**src/rtl/sclt_pkg.sv**
```systemverilog
package sclt_pkg;
  typedef enum logic [2:0] {
    PH_IDLE     = 3'd0,
    PH_START_SU = 3'd1,
    PH_START_HD = 3'd2,
    PH_LOW      = 3'd3,
    PH_HIGH     = 3'd4,
    PH_STOP_SU  = 3'd5,
    PH_FREE     = 3'd6
  } sclt_phase_e;
endpackage

```
**src/rtl/sclt_sync.sv**
```systemverilog
module sclt_sync #(
  parameter int   STAGES  = 2,
  parameter logic RST_VAL = 1'b1
) (
  input  logic clk,
  input  logic rst,
  input  logic d,
  output logic q
);
  logic [STAGES-1:0] chain;

  generate
    if (STAGES == 1) begin : g_single
      always_ff @(posedge clk) begin
        if (rst) chain <= RST_VAL;
        else     chain <= d;
      end
    end else begin : g_chain
      always_ff @(posedge clk) begin
        if (rst) chain <= {STAGES{RST_VAL}};
        else     chain <= {chain[STAGES-2:0], d};
      end
    end
  endgenerate

  assign q = chain[STAGES-1];
endmodule

```
**src/rtl/sclt_cnt.sv**
```systemverilog
module sclt_cnt #(
  parameter int W = 16
) (
  input  logic         clk,
  input  logic         rst,
  input  logic         clr,
  input  logic         adv,
  input  logic [W-1:0] len,
  output logic [W-1:0] cnt,
  output logic         last
);
  logic [W:0] len_eff;
  logic [W:0] cnt_ext;

  // A zero length behaves as a single cycle.
  assign len_eff = (len == '0) ? (W+1)'(1) : {1'b0, len};
  assign cnt_ext = {1'b0, cnt};
  assign last    = adv && ((cnt_ext + (W+1)'(1)) >= len_eff);

  always_ff @(posedge clk) begin
    if (rst || clr)  cnt <= '0;
    else if (adv)    cnt <= cnt + W'(1);
  end

  // the count never reaches the length of the current phase
  a_r4_cnt_in_range: assert property (@(posedge clk) disable iff (rst)
    cnt_ext < len_eff);
endmodule

```
**src/rtl/scl_timing_gen.sv**
```systemverilog
module scl_timing_gen
  import sclt_pkg::*;
#(
  parameter  int CNT_W       = 16,
  parameter  int SYNC_STAGES = 2,
  localparam int WORD_W      = 2 * CNT_W
) (
  input  logic              clk,
  input  logic              rst,
  input  logic [WORD_W-1:0] hi_word,
  input  logic [WORD_W-1:0] lo_word,
  input  logic [WORD_W-1:0] cond_word,
  input  logic              start_req,
  input  logic              stop_req,
  input  logic              scl_in,
  output logic              scl_drive_low,
  output logic              sample_stb,
  output logic              change_stb,
  output logic              start_stb,
  output logic              stop_stb
);
  sclt_phase_e st_q, st_d;

  logic [CNT_W-1:0] hi_len_q, hi_smp_q, lo_len_q, lo_chg_q, su_len_q, free_len_q;
  logic             stop_pend_q;
  logic             scl_hi_s;
  logic [CNT_W-1:0] cnt, cur_len;
  logic             cnt_adv, cnt_clr, cnt_last;
  logic             smp_c, chg_c, sst_c, spt_c, stop_ok;

  sclt_sync #(.STAGES(SYNC_STAGES), .RST_VAL(1'b1)) u_sync (
    .clk (clk),
    .rst (rst),
    .d   (scl_in),
    .q   (scl_hi_s)
  );

  sclt_cnt #(.W(CNT_W)) u_cnt (
    .clk  (clk),
    .rst  (rst),
    .clr  (cnt_clr),
    .adv  (cnt_adv),
    .len  (cur_len),
    .cnt  (cnt),
    .last (cnt_last)
  );

  // Counting rule and length of each phase
  always_comb begin
    cnt_adv = 1'b0;
    cur_len = '0;
    unique case (st_q)
      PH_START_SU: begin cnt_adv = scl_hi_s; cur_len = su_len_q;   end
      PH_START_HD: begin cnt_adv = 1'b1;     cur_len = su_len_q;   end
      PH_LOW:      begin cnt_adv = 1'b1;     cur_len = lo_len_q;   end
      PH_HIGH:     begin cnt_adv = scl_hi_s; cur_len = hi_len_q;   end
      PH_STOP_SU:  begin cnt_adv = scl_hi_s; cur_len = su_len_q;   end
      PH_FREE:     begin cnt_adv = 1'b1;     cur_len = free_len_q; end
      default:     begin cnt_adv = 1'b0;     cur_len = '0;         end
    endcase
  end

  // Phase sequencing
  always_comb begin
    st_d = st_q;
    unique case (st_q)
      PH_IDLE:     if (start_req) st_d = PH_START_SU;
      PH_START_SU: if (cnt_last)  st_d = PH_START_HD;
      PH_START_HD: if (cnt_last)  st_d = PH_LOW;
      PH_LOW:      if (cnt_last)  st_d = stop_pend_q ? PH_STOP_SU : PH_HIGH;
      PH_HIGH:     if (cnt_last)  st_d = PH_LOW;
      PH_STOP_SU:  if (cnt_last)  st_d = PH_FREE;
      PH_FREE:     if (cnt_last)  st_d = PH_IDLE;
      default:                    st_d = PH_IDLE;
    endcase
  end

  assign cnt_clr = (st_d != st_q) || (st_q == PH_IDLE);
  assign smp_c   = (st_q == PH_HIGH) && scl_hi_s && (cnt == hi_smp_q);
  assign chg_c   = (st_q == PH_LOW) && (cnt == lo_chg_q);
  assign sst_c   = (st_q == PH_START_SU) && cnt_last;
  assign spt_c   = (st_q == PH_STOP_SU) && cnt_last;
  assign stop_ok = stop_req && (st_q inside {PH_START_SU, PH_START_HD, PH_LOW, PH_HIGH});

  always_ff @(posedge clk) begin
    if (rst) begin
      st_q          <= PH_IDLE;
      hi_len_q      <= '0;
      hi_smp_q      <= '0;
      lo_len_q      <= '0;
      lo_chg_q      <= '0;
      su_len_q      <= '0;
      free_len_q    <= '0;
      stop_pend_q   <= 1'b0;
      scl_drive_low <= 1'b0;
      sample_stb    <= 1'b0;
      change_stb    <= 1'b0;
      start_stb     <= 1'b0;
      stop_stb      <= 1'b0;
    end else begin
      st_q <= st_d;
      if (st_q == PH_IDLE && st_d == PH_START_SU) begin
        su_len_q   <= cond_word[WORD_W-1:CNT_W];
        free_len_q <= cond_word[CNT_W-1:0];
      end
      if (st_d == PH_LOW && st_q != PH_LOW) begin
        lo_len_q <= lo_word[WORD_W-1:CNT_W];
        lo_chg_q <= lo_word[CNT_W-1:0];
      end
      if (st_d == PH_HIGH && st_q != PH_HIGH) begin
        hi_len_q <= hi_word[WORD_W-1:CNT_W];
        hi_smp_q <= hi_word[CNT_W-1:0];
      end
      if (st_q == PH_LOW && st_d == PH_STOP_SU) stop_pend_q <= 1'b0;
      else                                        stop_pend_q <= stop_pend_q | stop_ok;
      scl_drive_low <= (st_d == PH_LOW);
      sample_stb    <= smp_c;
      change_stb    <= chg_c;
      start_stb     <= sst_c;
      stop_stb      <= spt_c;
    end
  end

  // at most one strobe per cycle
  a_r11_single_strobe: assert property (@(posedge clk) disable iff (rst)
    $countones({sample_stb, change_stb, start_stb, stop_stb}) <= 1);

  // sampling happens in a cycle where SCL was released
  a_r6_sample_released: assert property (@(posedge clk) disable iff (rst)
    sample_stb |-> !$past(scl_drive_low));

  // the change strobe belongs to a driven-low cycle
  a_r4_change_in_low: assert property (@(posedge clk) disable iff (rst)
    change_stb |-> $past(scl_drive_low));

  // a held-low pin freezes the high count
  a_r7_stretch_freeze: assert property (@(posedge clk) disable iff (rst)
    (st_q == PH_HIGH && !scl_hi_s) |=> $stable(cnt));

  // no reload inside a low half
  a_r8_low_fields_hold: assert property (@(posedge clk) disable iff (rst)
    (st_q == PH_LOW && $past(st_q) == PH_LOW) |-> $stable(lo_len_q) && $stable(lo_chg_q));

  // the stop setup is entered only from a low half
  a_r9_stop_after_low: assert property (@(posedge clk) disable iff (rst)
    (st_q == PH_STOP_SU && $past(st_q) != PH_STOP_SU) |-> $past(st_q) == PH_LOW);

  // the start setup is entered only from idle
  a_r3_start_from_idle: assert property (@(posedge clk) disable iff (rst)
    (st_q == PH_START_SU && $past(st_q) != PH_START_SU) |-> $past(st_q) == PH_IDLE);

  // no stop is left pending while idle
  a_r10_idle_no_pend: assert property (@(posedge clk) disable iff (rst)
    (st_q == PH_IDLE) |-> !stop_pend_q);
endmodule

```
**config.mk**
```make
export PLATFORM = sky130hd
export DESIGN_NAME = scl_timing_gen
export DESIGN_NICKNAME = d
export VERILOG_FILES = /design/src/rtl/sclt_pkg.sv /design/src/rtl/sclt_sync.sv /design/src/rtl/sclt_cnt.sv /design/src/rtl/scl_timing_gen.sv
export SDC_FILE = /design/constraint.sdc
export NUM_CORES = 1
export LEC_CHECK = 0
export BUFFER_PORTS_ARGS = -buffer_cell sky130_fd_sc_hd__buf_4
export CORE_AREA = 2 2 100 126
export DETAILED_ROUTE_END_ITERATION = 12
export DIE_AREA = 0 0 102 128
export PLACE_DENSITY = 0.78
export SLEW_MARGIN = 20
export SYNTH_ARGS = -nofsm -noshare
export SYNTH_HDL_FRONTEND = slang
export SYNTH_SLANG_ARGS = --single-unit
```
**constraint.sdc**
```tcl
create_clock -name clk -period 5.7 [get_ports clk]
set_input_delay 0.855 -clock clk [delete_from_list [all_inputs] [get_ports clk]]
set_output_delay 0.855 -clock clk [all_outputs]
set_load 0.02 [all_outputs]
```
# Word-level counts from Yosys, hierarchy flattened
# Cells that the tools add are included.
dict set report word_totals {
  mem_bits_rw 0
  romBits 0
  n_memories 0
  latch_bits 0
  reg_bits 123
  out_inout_bits 5
  inputBits 101
  wordCells 66
}
dict set report op_classes {
  reduce_logical 21
  n_eq_ne 15
  mul 0
  muxes 11
  shifts 0
  n_bitwise 1
  n_lt_le_gt_ge 1
  n_addsub 2
  div_mod_pow 0
}
# cell count
set ops {}
lappend ops {{case mux 16 bit (4 select lines)} 1}
lappend ops {{== test 16 bit} 2}
lappend ops {{2-to-1 mux 3 bit} 6}
lappend ops {{case mux 3 bit (6 select lines)} 1}
lappend ops {{adder 16 x 1 -> 17 bit (second input constant)} 1}
lappend ops {{greater-or-equal comparator 17 bit} 1}
lappend ops {{adder 16 x 1 -> 16 bit (second input constant)} 1}
lappend ops {{logical NOT 16 bit} 1}
lappend ops {{2-to-1 mux 16 bit} 1}
lappend ops {{== test 3 bit (second input constant)} 5}
lappend ops {{logical AND 1 bit} 11}
lappend ops {{== test 3 x 2 -> 1 bit (second input constant)} 3}
lappend ops {{OR reduction 3 bit} 3}
lappend ops {{== test 3 x 1 -> 1 bit (second input constant)} 2}
lappend ops {{nonzero test 4 bit} 1}
lappend ops {{OR reduction 2 bit} 2}
lappend ops {{logical NOT 3 bit} 1}
lappend ops {{!= test 3 x 2 -> 1 bit (second input constant)} 1}
lappend ops {{!= test 3 bit} 1}
lappend ops {{!= test 3 bit (second input constant)} 1}
lappend ops {{logical OR 1 bit} 2}
lappend ops {{case mux 1 bit (2 select lines)} 1}
lappend ops {{2-to-1 mux 1 bit} 1}
lappend ops {{bitwise OR 1 bit} 1}

# Longest topological paths before layout
dict set report depth {
  ltp_word 12
  mapped_depth 17
}

# By module
# From an unflattened synthesis, not the netlist that was laid out.
dict set report unflattened {
  hier_cells 756
  area_unflattened_um2 6044.5
}
# mod instances area_each_um2 cells_per_inst
set modules_own_cells {}
lappend modules_own_cells {scl_timing_gen 1 4643.2 583}
lappend modules_own_cells {sclt_cnt 1 1348.8 169}
lappend modules_own_cells {sclt_sync 1 52.6 4}

# Worst setup path after synthesis
# No wires, ideal clock.
dict set report synth_path {
  path_kind {reg2reg}
  from {register st_q[1]}
  to {register hi_len_q[0]}
  path_stages_with_launch 16
  arrival_time_ns 3.953
  slack_ns 1.675
  path_buffers 5
  path_cell_list {dfxtp_1 clkbuf_8 clkbuf_1 buf_2 clkbuf_1 mux2_2 a222oi_1 o21ai_0 ha_1 nand2b_1 a21oi_1 o21ai_0 a21oi_4 a2111oi_4 buf_6 mux2i_1}
}
dict set report synth_via {
  elab_chain_cells 11
  elab_cells_between_ends 27
}
# element line
set synth_rtl {}
lappend synth_rtl {{start, declared} scl_timing_gen.sv:22} ;# sclt_phase_e st_q, st_d;
lappend synth_rtl {{start signal, assigned} scl_timing_gen.sv:101} ;# st_q <= st_d;
lappend synth_rtl {{== test 3 x 1 -> 1 bit (tied with other cells)} {scl_timing_gen.sv:52, scl_timing_gen.sv:66}}
lappend synth_rtl {{OR reduction 3 bit (no line)} n/a}
lappend synth_rtl {{case mux 16 bit (4 select lines)} scl_timing_gen.sv:52} ;# unique case (st_q)
lappend synth_rtl {{logical NOT 16 bit} sclt_cnt.sv:16} ;# assign len_eff = (len == '0) ? (W+1)'(1) : {1'b0, len};
lappend synth_rtl {{2-to-1 mux 16 bit} sclt_cnt.sv:16}
lappend synth_rtl {{greater-or-equal comparator 17 bit} sclt_cnt.sv:18} ;# assign last = adv && ((cnt_ext + (W+1)'(1)) >= len_eff);
lappend synth_rtl {{logical AND 1 bit} sclt_cnt.sv:18}
lappend synth_rtl {{2-to-1 mux 3 bit (on tied branches)} n/a}
lappend synth_rtl {{case mux 3 bit (6 select lines)} scl_timing_gen.sv:66} ;# unique case (st_q)
lappend synth_rtl {{== test 3 bit} scl_timing_gen.sv:110} ;# if (st_d == PH_HIGH && st_q != PH_HIGH) begin
lappend synth_rtl {{logical AND 1 bit *} scl_timing_gen.sv:110}
lappend synth_rtl {{end signal, assigned} scl_timing_gen.sv:111} ;# hi_len_q <= hi_word[WORD_W-1:CNT_W];
lappend synth_rtl {{end, declared} scl_timing_gen.sv:24} ;# logic [CNT_W-1:0] hi_len_q, hi_smp_q, lo_len_q, lo_chg_q, su_len_q, free_len_q;
# Every way passes the cells marked *; elsewhere a longest branch is shown, timed or not.
# A chain may end at the register's enable or synchronous reset.

# Worst setup path after layout
dict set report layout_path {
  from {register st_q[1]}
  to {register lo_len_q[5]}
}
dict set report layout_via {
  elab_chain_cells 11
  elab_cells_between_ends 27
}
# element line
set layout_rtl {}
lappend layout_rtl {{== test 3 x 1 -> 1 bit (tied with other cells)} {scl_timing_gen.sv:52, scl_timing_gen.sv:66}}
lappend layout_rtl {{OR reduction 3 bit (no line)} n/a}
lappend layout_rtl {{case mux 16 bit (4 select lines)} scl_timing_gen.sv:52}
lappend layout_rtl {{logical NOT 16 bit} sclt_cnt.sv:16}
lappend layout_rtl {{2-to-1 mux 16 bit} sclt_cnt.sv:16}
lappend layout_rtl {{greater-or-equal comparator 17 bit} sclt_cnt.sv:18}
lappend layout_rtl {{logical AND 1 bit} sclt_cnt.sv:18}
lappend layout_rtl {{2-to-1 mux 3 bit (on tied branches)} n/a}
lappend layout_rtl {{case mux 3 bit (6 select lines)} scl_timing_gen.sv:66}
lappend layout_rtl {{== test 3 x 2 -> 1 bit} scl_timing_gen.sv:106} ;# if (st_d == PH_LOW && st_q != PH_LOW) begin
lappend layout_rtl {{logical AND 1 bit *} scl_timing_gen.sv:106}
lappend layout_rtl {{end signal, assigned} scl_timing_gen.sv:107} ;# lo_len_q <= lo_word[WORD_W-1:CNT_W];
lappend layout_rtl {{end, declared} scl_timing_gen.sv:24}
# Marks and branches as above.

==> run_results.csv <==
group,metric,value,unit
yosys,syn_nets,885,
cts,clockBufferDepth,2,
timing,fin_crit_sh,80.2,%
critical_path,path_class,"reg -> reg",
timing,slew_violations,0,
timing,rsz0062_at_grt,"false",
critical_path,worst_ep_required_time,6.04,ns
pwr,power_density,370,nW/um2
detailed_routing,drt_iter0_drc,249,
detailed_routing,vias_per_cell,5.44,
critical_path,crit_path_start_kind,"flip-flop",
job,cap_violations,0,
cts,cts_buffers,17,
hold_path,hold_path_class,"reg -> reg",
pwr,peakVddDrop,0.208,mV
final_layout,filler_cell_count,1033,
timing,period_needed,4.57,ns
yosys,ys_types,61,
final_layout,layout_common_cells,"nand2_1, dfxtp_1, buf_4",
placed_design,placed_area,7170,um2
status,outcome,"finished, final reports clean",
floorplanning,start_util,55.6,%
cts,cts_resized,0,
final_layout,syn_to_final_growth,17.0,%
detailed_routing,wl_per_cell,16.8,um
timing,max_freq,219,MHz
timing,maxSlewHeadroom,31.7,%
floorplanning,num_rows,45,
global_route,grt_max_degree,82,
final_layout,layout-drive-gt1-share,19.5,%
timing,hold_violations,0,
timing,final.setup_skew,0.00566,ns
pwr,power,2880,uW
critical_path,worstPathArrival,4.91,ns
cts,cts_tree,"yes",
yosys,synthesis.area,6640,um2
final_layout,fin_area,7770,um2
floorplanning,fp.dieH,128,um
placed_design,gp_congestion,0.950,
yosys,ys.flop_type,"dfxtp_1",
cts,clockRootBuffer,"clkbuf_16",
placed_design,port_buffers,105,
global_route,grt_pass1_vias,5463,
floorplanning,io_pins,106,
cts,cts.sinks,123,
yosys,avgSynthCellArea,8.66,um2
yosys,seq_area_frac_synth,37.1,%
timing,totalNegativeSetupSlack,0,ns
critical_path,cp-end-kind,"flip-flop",
floorplanning,core,11900,um2
detailed_routing,drc,0,
placed_design,hpwl,12.4,mm
yosys,synth_seq_cells,123,
timing,finalSetupViolations,0,
timing,fin_ws,1.13,ns
global_route,grt_pass1_wl,26.8,mm
global_route,track_usage,26.9,%
cts,cts_htree_levels,4,
cts,cts_hold_buf,0,
detailed_routing,via_count,5503,
floorplanning,dieWidth,102,um
placed_design,dp_slack,1.16,ns
yosys,yosysWarnings,0,
detailed_routing,routed_wl,17.0,mm
cts,cts_setup_buffers,0,
detailed_routing,firstDrtPassIters,5,
yosys,synth_cells,767,
global_route,antenna_found_initial,0,
yosys,synth-edff-count,0,
critical_path,cp_max_fo,32,
yosys,async_flop_share,0,%
final_layout,fin_nets,953,
pwr,p_leak,0.00318,uW
final_layout,finish.utilization,65.1,%
final_layout,layout_commonest_cell,"nand2_1",
timing,worstMarginPinSlew,1.02,ns
cts,clkTransAtPathRegs,0.06,ns
detailed_routing,drtAntennaViolNets,0,
global_route,overflow,0,
final_layout,n_antenna_cell,0,
cts,insertion_delay,0.41,ns
floorplanning,dieArea,13100,um2
[power breakdown]
group          leakage (uW)  switching [uW]  total (uW)  internal [uW]
logic               0.00191             448         746            298
registers          0.000997             103        1050            952
clock network      0.000274             382        1080            694
total               0.00318             933        2880           1940
[cell usage after synthesis, types with 2 or more instances]
| master | number | area (um2) |
|---|---|---|
| o21ai_0 | 15 | 75.1 |
| nand3_1 | 11 | 55.1 |
| bufbuf_16 | 2 | 65.1 |
| or2_2 | 2 | 12.5 |
| buf_4 | 6 | 45.0 |
| buf_2 | 4 | 20.0 |
| inv_1 | 3 | 11.3 |
| ha_1 | 17 | 213 |
| nor2_1 | 16 | 60.1 |
| and3_4 | 2 | 22.5 |
| a222oi_1 | 6 | 60.1 |
| a21oi_1 | 52 | 260 |
| xnor2_1 | 19 | 166 |
| nor3_1 | 23 | 115 |
| o21a_1 | 3 | 22.5 |
| dlygate4sd3_1 | 11 | 110 |
| a2111oi_4 | 2 | 55.1 |
| clkbuf_1 | 22 | 82.6 |
| a21o_1 | 2 | 15.0 |
| nor4b_1 | 3 | 26.3 |
| buf_6 | 14 | 158 |
| dfxtp_1 | 123 | 2460 |
| nand2_1 | 231 | 867 |
| mux2_2 | 6 | 67.6 |
| nand2b_1 | 3 | 18.8 |
| mux2i_1 | 76 | 761 |
| nor4_1 | 11 | 68.8 |
| o41ai_1 | 2 | 17.5 |
| nor2b_1 | 3 | 18.8 |
| xor2_1 | 43 | 377 |
| clkbuf_8 | 2 | 27.5 |
| nand4_1 | 3 | 18.8 |
[metal layers]
metal | vias up | part of all wire [%] | GRT usage, %
li1 | 2738 | - | -
met1 | 2541 | 39 | 29.2
met2 | 187 | 52 | 48.3
met3 | 37 | 4.7 | 6.22
met4 | 0 | 4.4 | 13.3
met5 | - | 0 | 0
[final timing paths]
check	cells past startpoint	slack (ns)	to	start
worst min register to register	1	0.41	u_sync.chain[1]	u_sync.chain[0]
worst max-delay path	14	1.13	lo_len_q[5]	st_q[1]
worst max register to register	14	1.13	lo_len_q[5]	st_q[1]
worst min-delay path	1	0.41	u_sync.chain[1]	u_sync.chain[0]
[layout make-up]
| cell class | instances | area, um2 | share of cell area [%] |
|---|---|---|---|
| clock buffer | 20 | 447 | 5.75 |
| multi-input combinational | 578 | 3650 | 47.0 |
| inverter | 3 | 12.5 | 0.161 |
| timing repair buffer | 112 | 841 | 10.8 |
| sequential | 123 | 2460 | 31.7 |
| clock inverter | 11 | 146 | 1.88 |
| tap | 164 | 205 | 2.64 |
[flip-flops by register name (all words and copies together) (netlist names)]
signal and flops:
change_stb 1, sample_stb 1, hi_len_q 16, u_cnt.cnt 16, u_sync.chain 2, scl_drive_low 1
st_q 3, lo_chg_q 16, stop_stb 1, lo_len_q 16, start_stb 1, su_len_q 16
hi_smp_q 16, stop_pend_q 1, free_len_q 16
[through the flow]
stage / hold WS (ns) / instances
5_1_grt: 0.416 / 1011
3_5_place_dp: 0.400 / 980
2_1_floorplan: 0.389 / 767
6_report: 0.413 / 1011
3_3_place_gp: 0.394 / 980
4_1_cts: 0.412 / 1011
[critical path: stages (launching register included)]
cell and delay [ns]:
dfxtp_1 0.69, buf_4 0.38, mux2_2 0.37, a222oi_1 0.48
nand2_1 0.11, nand4b_1 0.20, o21ai_0 0.21, ha_1 0.14
nand2b_1 0.09, a21oi_1 0.06, o21ai_0 0.37, a21oi_4 0.20
a2111oi_4 0.37, buf_4 0.51, mux2i_1 0.27
[cell families (layout without fill, tap and decap cells)]
| logic type | count (synthesis) | count (layout) | synth area share [%] |
|---|---|---|---|
| and+or+nand+nor | 322 | 322 | 21.7 |
| DFF | 123 | 123 | 37.1 |
| AOI/OAI and AO/OA | 95 | 95 | 9.38 |
| muxes | 82 | 82 | 12.5 |
| buffers and inverters | 66 | 146 | 8.03 |
| xor gates and xnor gates | 62 | 62 | 8.18 |
| adders and majority gates | 17 | 17 | 3.20 |
Note: power is estimated with default switching activity, not from simulation.
